===== src/rtl/cfgx_pkg.sv =====
package cfgx_pkg;

    localparam int IO_AW   = 16;
    localparam int BUS_AW  = 32;
    localparam int DW      = 32;
    localparam int BE_W    = DW / 8;
    localparam int ID_W    = 4;
    localparam int CFG_AW  = 24;
    localparam int WIN_W   = BUS_AW - CFG_AW;
    localparam int ID_LSB  = IO_AW - ID_W;

    typedef enum logic [2:0] {
        CMD_IO_RD    = 3'd0,
        CMD_IO_WR    = 3'd1,
        CMD_RD_BYTES = 3'd2,
        CMD_RD_LW    = 3'd3,
        CMD_WR_BYTES = 3'd4,
        CMD_WR_LW    = 3'd5,
        CMD_IACK     = 3'd6
    } bus_cmd_e;

    typedef enum logic [1:0] {
        CLS_FWD,
        CLS_ADDR_WR,
        CLS_DATA,
        CLS_IACK
    } acc_class_e;

    typedef enum logic [1:0] {
        ST_IDLE,
        ST_ISSUE,
        ST_WAIT
    } xl_state_e;

    typedef struct packed {
        logic              write;
        logic [IO_AW-1:0]  addr;
        logic [BE_W-1:0]   be;
        logic [DW-1:0]     wdata;
        logic [ID_W-1:0]   id;
    } io_req_t;

    typedef struct packed {
        bus_cmd_e          cmd;
        logic [BUS_AW-1:0] addr;
        logic [BE_W-1:0]   be;
        logic [DW-1:0]     wdata;
    } bus_req_t;

    function automatic logic all_bytes(input logic [BE_W-1:0] be);
        return &be;
    endfunction

endpackage


===== src/rtl/cfgx_decode.sv =====
module cfgx_decode
    import cfgx_pkg::*;
#(
    parameter logic [IO_AW-1:0] ADDR_PORT = 16'h0CF8,
    parameter logic [IO_AW-1:0] DATA_PORT = 16'h0CFC
) (
    input  logic             translate,
    input  logic             write,
    input  logic             iack,
    input  logic [IO_AW-1:0] addr,
    output acc_class_e       cls
);

    always_comb begin
        if (iack && !write)
            cls = CLS_IACK;
        else if (translate && write && addr == ADDR_PORT)
            cls = CLS_ADDR_WR;
        else if (translate && addr == DATA_PORT)
            cls = CLS_DATA;
        else
            cls = CLS_FWD;
    end

endmodule


===== src/rtl/cfgx_addr_reg.sv =====
module cfgx_addr_reg
    import cfgx_pkg::*;
(
    input  logic              clk,
    input  logic              rst,
    input  logic              load,
    input  logic [CFG_AW-1:0] din,
    output logic [CFG_AW-1:0] q
);

    always_ff @(posedge clk) begin
        if (rst)
            q <= '0;
        else if (load)
            q <= din;
    end

endmodule


===== src/rtl/cfgx_cmd_build.sv =====
module cfgx_cmd_build
    import cfgx_pkg::*;
#(
    parameter logic [WIN_W-1:0] WIN_BASE = 8'hFE
) (
    input  acc_class_e        cls,
    input  io_req_t           req,
    input  logic [CFG_AW-1:0] cfg_addr,
    output bus_req_t          cmd
);

    localparam int PAD_W = BUS_AW - IO_AW;

    always_comb begin
        cmd.be    = req.be;
        cmd.wdata = req.write ? req.wdata : '0;
        unique case (cls)
            CLS_DATA: begin
                cmd.addr = {WIN_BASE, cfg_addr};
                if (req.write)
                    cmd.cmd = all_bytes(req.be) ? CMD_WR_LW : CMD_WR_BYTES;
                else
                    cmd.cmd = all_bytes(req.be) ? CMD_RD_LW : CMD_RD_BYTES;
            end
            CLS_IACK: begin
                cmd.cmd  = CMD_IACK;
                cmd.addr = {{PAD_W{1'b0}}, req.id, req.addr[ID_LSB-1:0]};
            end
            default: begin
                cmd.cmd  = req.write ? CMD_IO_WR : CMD_IO_RD;
                cmd.addr = {{PAD_W{1'b0}}, req.addr};
            end
        endcase
    end

endmodule


===== src/rtl/cfgx_port_xlator.sv =====
module cfgx_port_xlator
    import cfgx_pkg::*;
#(
    parameter logic [WIN_W-1:0] WIN_BASE  = 8'hFE,
    parameter logic [IO_AW-1:0] ADDR_PORT = 16'h0CF8,
    parameter logic [IO_AW-1:0] DATA_PORT = 16'h0CFC
) (
    input  logic              clk,
    input  logic              rst,
    input  logic              mode_translate,
    input  logic              io_valid,
    output logic              io_ready,
    input  logic              io_write,
    input  logic              io_iack,
    input  logic [IO_AW-1:0]  io_addr,
    input  logic [BE_W-1:0]   io_be,
    input  logic [DW-1:0]     io_wdata,
    input  logic [ID_W-1:0]   io_id,
    output logic              io_rsp_valid,
    output logic [DW-1:0]     io_rsp_rdata,
    output logic              bus_valid,
    input  logic              bus_ready,
    output logic [2:0]        bus_cmd,
    output logic [BUS_AW-1:0] bus_addr,
    output logic [BE_W-1:0]   bus_be,
    output logic [DW-1:0]     bus_wdata,
    input  logic              bus_rsp_valid,
    input  logic [DW-1:0]     bus_rsp_rdata,
    output logic              flush_req
);

    xl_state_e         state_q;
    acc_class_e        cls;
    io_req_t           req;
    bus_req_t          built;
    bus_req_t          bus_q;
    logic [CFG_AW-1:0] cfg_addr;
    logic              accept;
    logic              iack_q;
    logic              wr_q;
    logic              rsp_valid_q;
    logic [DW-1:0]     rsp_data_q;
    logic              flush_q;

    assign req.write = io_write;
    assign req.addr  = io_addr;
    assign req.be    = io_be;
    assign req.wdata = io_wdata;
    assign req.id    = io_id;

    assign io_ready = (state_q == ST_IDLE);
    assign accept   = io_valid && io_ready;

    cfgx_decode #(
        .ADDR_PORT(ADDR_PORT),
        .DATA_PORT(DATA_PORT)
    ) u_decode (
        .translate(mode_translate),
        .write    (io_write),
        .iack     (io_iack),
        .addr     (io_addr),
        .cls      (cls)
    );

    cfgx_addr_reg u_addr_reg (
        .clk (clk),
        .rst (rst),
        .load(accept && cls == CLS_ADDR_WR),
        .din (io_wdata[CFG_AW-1:0]),
        .q   (cfg_addr)
    );

    cfgx_cmd_build #(
        .WIN_BASE(WIN_BASE)
    ) u_build (
        .cls     (cls),
        .req     (req),
        .cfg_addr(cfg_addr),
        .cmd     (built)
    );

    always_ff @(posedge clk) begin
        if (rst) begin
            state_q     <= ST_IDLE;
            bus_q       <= '0;
            iack_q      <= 1'b0;
            wr_q        <= 1'b0;
            rsp_valid_q <= 1'b0;
            rsp_data_q  <= '0;
            flush_q     <= 1'b0;
        end else begin
            rsp_valid_q <= 1'b0;
            flush_q     <= 1'b0;
            unique case (state_q)
                ST_IDLE: begin
                    if (accept) begin
                        if (cls == CLS_ADDR_WR) begin
                            rsp_valid_q <= 1'b1;
                            rsp_data_q  <= '0;
                        end else begin
                            bus_q   <= built;
                            iack_q  <= (cls == CLS_IACK);
                            wr_q    <= io_write;
                            state_q <= ST_ISSUE;
                        end
                    end
                end
                ST_ISSUE: begin
                    if (bus_ready)
                        state_q <= ST_WAIT;
                end
                ST_WAIT: begin
                    if (bus_rsp_valid) begin
                        rsp_valid_q <= 1'b1;
                        rsp_data_q  <= wr_q ? '0 : bus_rsp_rdata;
                        flush_q     <= iack_q;
                        state_q     <= ST_IDLE;
                    end
                end
                default: state_q <= ST_IDLE;
            endcase
        end
    end

    assign bus_valid    = (state_q == ST_ISSUE);
    assign bus_cmd      = bus_q.cmd;
    assign bus_addr     = bus_q.addr;
    assign bus_be       = bus_q.be;
    assign bus_wdata    = bus_q.wdata;
    assign io_rsp_valid = rsp_valid_q;
    assign io_rsp_rdata = rsp_data_q;
    assign flush_req    = flush_q;

endmodule


===== config.mk =====
export PLATFORM = sky130hd
export DESIGN_NAME = cfgx_port_xlator
export DESIGN_NICKNAME = d
export VERILOG_FILES = /design/src/rtl/cfgx_pkg.sv /design/src/rtl/cfgx_decode.sv /design/src/rtl/cfgx_addr_reg.sv /design/src/rtl/cfgx_cmd_build.sv /design/src/rtl/cfgx_port_xlator.sv
export SDC_FILE = /design/constraint.sdc
export NUM_CORES = 1
export LEC_CHECK = 0
export BUFFER_PORTS_ARGS = -buffer_cell sky130_fd_sc_hd__buf_2
export CORE_UTILIZATION = 40
export CTS_BUF_LIST = sky130_fd_sc_hd__clkbuf_8
export DETAILED_ROUTE_END_ITERATION = 12
export GPL_ROUTABILITY_DRIVEN = 0
export GPL_TIMING_DRIVEN = 0
export HOLD_SLACK_MARGIN = 0.08
export PLACE_DENSITY = 0.7
export SYNTH_ARGS = -nofsm -noshare
export SYNTH_HDL_FRONTEND = slang
export SYNTH_HIERARCHICAL = 1
export SYNTH_SLANG_ARGS = --single-unit

===== constraint.sdc =====
create_clock -name clk -period 5.15 [get_ports clk]
set_clock_uncertainty 0.05 [all_clocks]
set_input_delay 0.2575 -clock clk [delete_from_list [all_inputs] [get_ports clk]]
set_output_delay 0.2575 -clock clk [all_outputs]
set_load 0.05 [all_outputs]

==> out/metrics.cfg, run 1 <==
[status]
status=finished clean

[run]
drv_cap=0

[sta]
worst_pin_slew_ps=579
holdWs_ps=124
min_period_over_period_pct=62.3
slew_headroom_pct=61.4
setup_violations=0
rsz0062_at_grt=false
period_minus_slack_ps=3210
finalHoldViolCount=0
slew_viol_final=0
fmax_ghz=0.312
final.setup.tns_ps=0
setup_ws_ps=1940

[final_layout]
areaGrowthSynthToFinish_pct=40.0
drive_gt1_share_pct=33.8
most-common-layout-cells=buf_2 (215), dfxtp_1 (133), a21oi_1 (80), nand3_1 (73), o21ai_1 (66)
final_util_pct=57.3
fillers=1233
nets=985
finalNonFillerCells=1082
diodes=0
multiInputGateArea_um2=2490
final_common_cell=buf_2
final-seq-area_um2=2660

[clocking]
post-cts-setup-buffers=0
cts-htree-levels=4
cts_hold_buffers=59
cts_buffers=17
tritoncts_num_sinks=133
ctsResizeCount=0
clk_latency_ps=460
clockRootBuffer=clkbuf_8
cts_buffer_depth=2
clk_pin_slew_worst_paths_ps=70
cts_tree=done

[grt]
grt_pass1_vias=5119
gr-total-overflow=0
antenna_found_initial=1
grt_pass1_wl_um=25900
grtUsageTotal_pct=22.9
grt_max_degree=17

[drt]
firstDrtPassIters=5
vias_per_cell=5.07
finalWirelength_um=16900
drc=0
num_vias=5483
wire_per_inst_um=15.7
drtAntennaViolNets=0
drt_iter0_drc=211

[critical_path]
r2r_start=state_q[0]
worstSetupEndpoint=u_addr_reg/q[23]
worst-path-max-fanout=10
crit_start=io_addr[13]
worst_setup_path_start_kind=input port
cp.required_ps=5430
rr_endpoint=u_addr_reg/q[23]
end_kind=flop
worstSetupPathType=in2reg
rrSetupSlack_ps=3210
worstPathArrival_ps=3490
reg2reg_depth=7

[yosys]
ys_ff_latch=133
synth-seq-area-share_pct=47.0
synthCells=609
syn_nets=705
ys_types=39
syn_area_um2=5660
avgSynthCellArea_um2=9.29
yosys_warnings=6

[power_and_ir_drop]
p_per_area_nw_per_um2=312
cellLeakagePower_nw=3.49
ir_worst_vdd_mv=0.159

[place]
dpl.cell_count=991
port-buffer-count=202
dp_hpwl_um=11900
post-place-ws_ps=1880

[floorplan]
initial_core_util_pct=40.9
die_y_um=121
core-area_um2=13800
die_area_um2=14600
rows=43
die_width_um=121
io_pins=203

[hold_path]
hold_class=in2reg

## final cells by class
class	instances	area share [%]
multi-input combinational	400	31.5
sequential	133	33.6
tap	180	2.84
buffer	72	6.15
clock inverter	14	2.35
inverter	4	0.190
clock buffer	18	3.13
timing repair buffer	261	20.2
## worst min path at each step
stage | depth (start not counted) | from | to
after floorplan | 1 | rst | u_addr_reg/q[0]
after global placement | 2 | bus_cmd[1] | bus_cmd[1]
after detailed placement | 2 | bus_cmd[1] | bus_cmd[1]
after CTS | 4 | io_be[1] | bus_be[1]
after global routing | 4 | io_be[0] | bus_be[0]
final | 4 | io_be[1] | bus_be[1]
## cells in the mapped netlist, drive strengths merged
| library cell | number | area (um2) |
|---|---|---|
| a21o | 1 | 7.51 |
| a21oi | 80 | 400 |
| a22o | 33 | 289 |
| a22oi | 1 | 7.51 |
| and2 | 40 | 250 |
| and3 | 1 | 6.26 |
| and4 | 2 | 17.5 |
| and4b | 1 | 10.0 |
| and4bb | 1 | 12.5 |
| buf | 46 | 384 |
| clkbuf | 26 | 103 |
| conb | 1 | 3.75 |
| dfxtp | 133 | 2660 |
| inv | 4 | 15.0 |
| mux2 | 12 | 173 |
| mux2i | 28 | 280 |
| nand2 | 3 | 11.3 |
| nand2b | 3 | 18.8 |
| nand3 | 73 | 365 |
| nand4 | 1 | 6.26 |
| nor2 | 33 | 124 |
| nor2b | 3 | 26.3 |
| nor3 | 1 | 5.00 |
| nor3b | 1 | 12.5 |
| nor4 | 2 | 25.0 |
| nor4b | 2 | 23.8 |
| o21ai | 75 | 398 |
| o22ai | 1 | 12.5 |
| or3b | 1 | 8.76 |
## per-layer routing
metal	global-route usage [%]	share of wire (%)
met5	0	0.059
met2	39.1	47
met4	6.87	1.5
met3	6.95	7.0
met1	27.5	44
## registers in the layout, indices dropped and copies added (netlist names), 2 cells and up
register,flops
bus_addr,32
bus_be,4
u_addr_reg/q,24
bus_cmd,3
io_rsp_rdata,32
state_q,2
bus_wdata,32
## cells by family after synthesis
group,after synthesis,synth area share (%)
buffers and inverters,76,8.87
AND/OR/NAND/NOR,168,16.3
AO/OA/AOI/OAI,191,19.7
other,1,0.0663
multiplexers,40,8.00
flip-flops,133,47.0
## per-stage QoR
stage,power (W),cell area [um2]
after floorplan,0.00138,5660
after global placement,0.00150,6900
after detailed placement,0.00151,6900
after CTS,0.00249,7920
after global routing,0.00257,7920
final,0.00247,7920
## power by group
part	switching [W]	internal, W
clock network	0.000413	0.000536
registers	0.0000175	0.00106
logic	0.000274	0.000164
total	0.000705	0.00176
## critical path, cell delays in order
cell,delay [ps]
buf_2,110
nor4_2,440
nand4_1,240
o21ai_1,360
nor2b_1,210
buf_4,210
buf_1,400
and3_1,270
buf_6,170
mux2i_1,190
nor2_1,60
dlygate4sd3_1,570
No activity file was read; power rests on OpenSTA's default activity.
==> inputs of run 2 (changes only) <==
==> constraint.sdc (replaced) <==
create_clock -name clk -period 3.3 [get_ports clk]
set_clock_uncertainty 0.05 [all_clocks]
set_input_delay 0.165 -clock clk [delete_from_list [all_inputs] [get_ports clk]]
set_output_delay 0.165 -clock clk [all_outputs]
set_load 0.05 [all_outputs]
==> run 2 against run 1 <==
Compared with the run above:
- core utilization grew 1.6 points
- critical path depth did not move
- routed wire length grew 1.6%
- critical path type unchanged
- highest routed layer is now met4
- sequential cell count stayed put
- final cell count increased by 2.0%
- non-clock buffer count increased by 22
- die area did not move
- combinational power up 61%
==> out/metrics.cfg, run 2 (synthesis results as in run 1) <==
[critical_path]
reg2reg_depth=7
r2r_start=state_q[0]
rr_endpoint=u_addr_reg/q[23]
crit_start=io_addr[5]
end_kind=flop
worstSetupPathType=in2reg
worst-path-max-fanout=19
worst_setup_path_start_kind=input port
cp.required_ps=3580
worstPathArrival_ps=3210
rrSetupSlack_ps=1360

[sta]
period_minus_slack_ps=2920
setup_violations=0
rsz0062_at_grt=false
setup_ws_ps=378
final.setup.tns_ps=0
finalHoldViolCount=0
holdWs_ps=111
min_period_over_period_pct=88.6
slew_headroom_pct=61.5
slew_viol_final=0
worst_pin_slew_ps=577
fmax_ghz=0.342

[clocking]
clk_latency_ps=450
cts_buffers=17
clockRootBuffer=clkbuf_8
post-cts-setup-buffers=0
tritoncts_num_sinks=133
cts_tree=done
clk_pin_slew_worst_paths_ps=70
cts_buffer_depth=2
ctsResizeCount=0
cts-htree-levels=4

[power_and_ir_drop]
p_per_area_nw_per_um2=476
ir_worst_vdd_mv=0.250
cellLeakagePower_nw=3.59

[drt]
num_vias=5553
wire_per_inst_um=15.6
firstDrtPassIters=4
drt_iter0_drc=208
finalWirelength_um=17200
vias_per_cell=5.03
drc=0
drtAntennaViolNets=0

[final_layout]
most-common-layout-cells=buf_2 (215), dfxtp_1 (133), dlygate4sd3_1 (82), a21oi_1 (80), nand3_1 (73)
final_common_cell=buf_2
fin_area_um2=8150
nets=1007
areaGrowthSynthToFinish_pct=44.0
final-seq-area_um2=2660
fillers=1203
multiInputGateArea_um2=2490
diodes=0
drive_gt1_share_pct=33.0

[floorplan]
die_area_um2=14600
die_y_um=121
core-area_um2=13800
io_pins=203
rows=43
die_width_um=121
initial_core_util_pct=40.9

[hold_path]
hold_class=in2reg
worstHoldStart=io_addr[6]
whs_path_depth=4
min_to=bus_addr[6]

[place]
post-place-ws_ps=122
placed_area_um2=6900
dp_hpwl_um=11900
port-buffer-count=202

[grt]
grt_max_degree=17
antenna_found_initial=0
gr-total-overflow=0
grt_pass1_wl_um=26600
grtUsageTotal_pct=23.5
grt_pass1_vias=5269

[run]
drv_cap=0

[status]
status=finished clean

run 2: changes by cell type in the layout (fill, tap and decap cells not counted), sizes merged:
cell	change
dlygate4sd3	+23
buf	-1
run 2: how the worst max path moves through the flow:
stage,end,slack [ps],cells after the start
global route,u_addr_reg/q[23],170,12
floorplan,u_addr_reg/q[10],1030,11
detailed placement,u_addr_reg/q[5],120,12
finish,u_addr_reg/q[23],380,12
CTS,u_addr_reg/q[23],90,13
global placement,u_addr_reg/q[7],150,12
run 2: where the power goes:
group / switching, W / internal [W] / total (W)
clock network: 0.000647 / 0.000837 / 0.00148
logic: 0.000432 / 0.000274 / 0.000706
registers: 0.0000274 / 0.00166 / 0.00169
run 2: metal layers:
metal  track usage (%)  vias to the layer above  wire length (um)
li1                  -                     2757                 -
met1              28.2                     2594              7650
met2              39.8                      176              8130
met3              6.72                       26              1130
met4              7.87                        0               309
met5                 0                        -                 0
run 2: cell type report:
cell class	instances	area share [%]
timing repair buffer	284	22.5
multi-input combinational	400	30.6
buffer	71	5.93
tap	180	2.76
inverter	4	0.184
clock buffer	18	3.04
clock inverter	14	2.29
sequential	133	32.7
run 2: repair_timing:
item                                    CTS  global route
endpoints found under the hold margin    97             0
endpoints found under the setup margin    0             1
hold buffers                             82             0
run 2: worst max-delay path, stage by stage:
cell and delay (ps):
dlygate4sd3_1 510, buf_2 100, and4_1 180, nand4_1 170
o21ai_1 360, nor2b_1 210, buf_4 270, and3_1 240
buf_6 170, mux2i_1 190, nor2_1 60, dlygate4sd3_1 570
run 2: stage by stage:
stage / util, % / std cells / total power (W)
after floorplan: - / 609 / 0.00215
final: 58.9 / 1104 / 0.00388
after global routing: 58.9 / 1104 / 0.00403
after global placement: 49.9 / 991 / 0.00235
after CTS: 58.9 / 1105 / 0.00390
after detailed placement: 49.9 / 991 / 0.00235
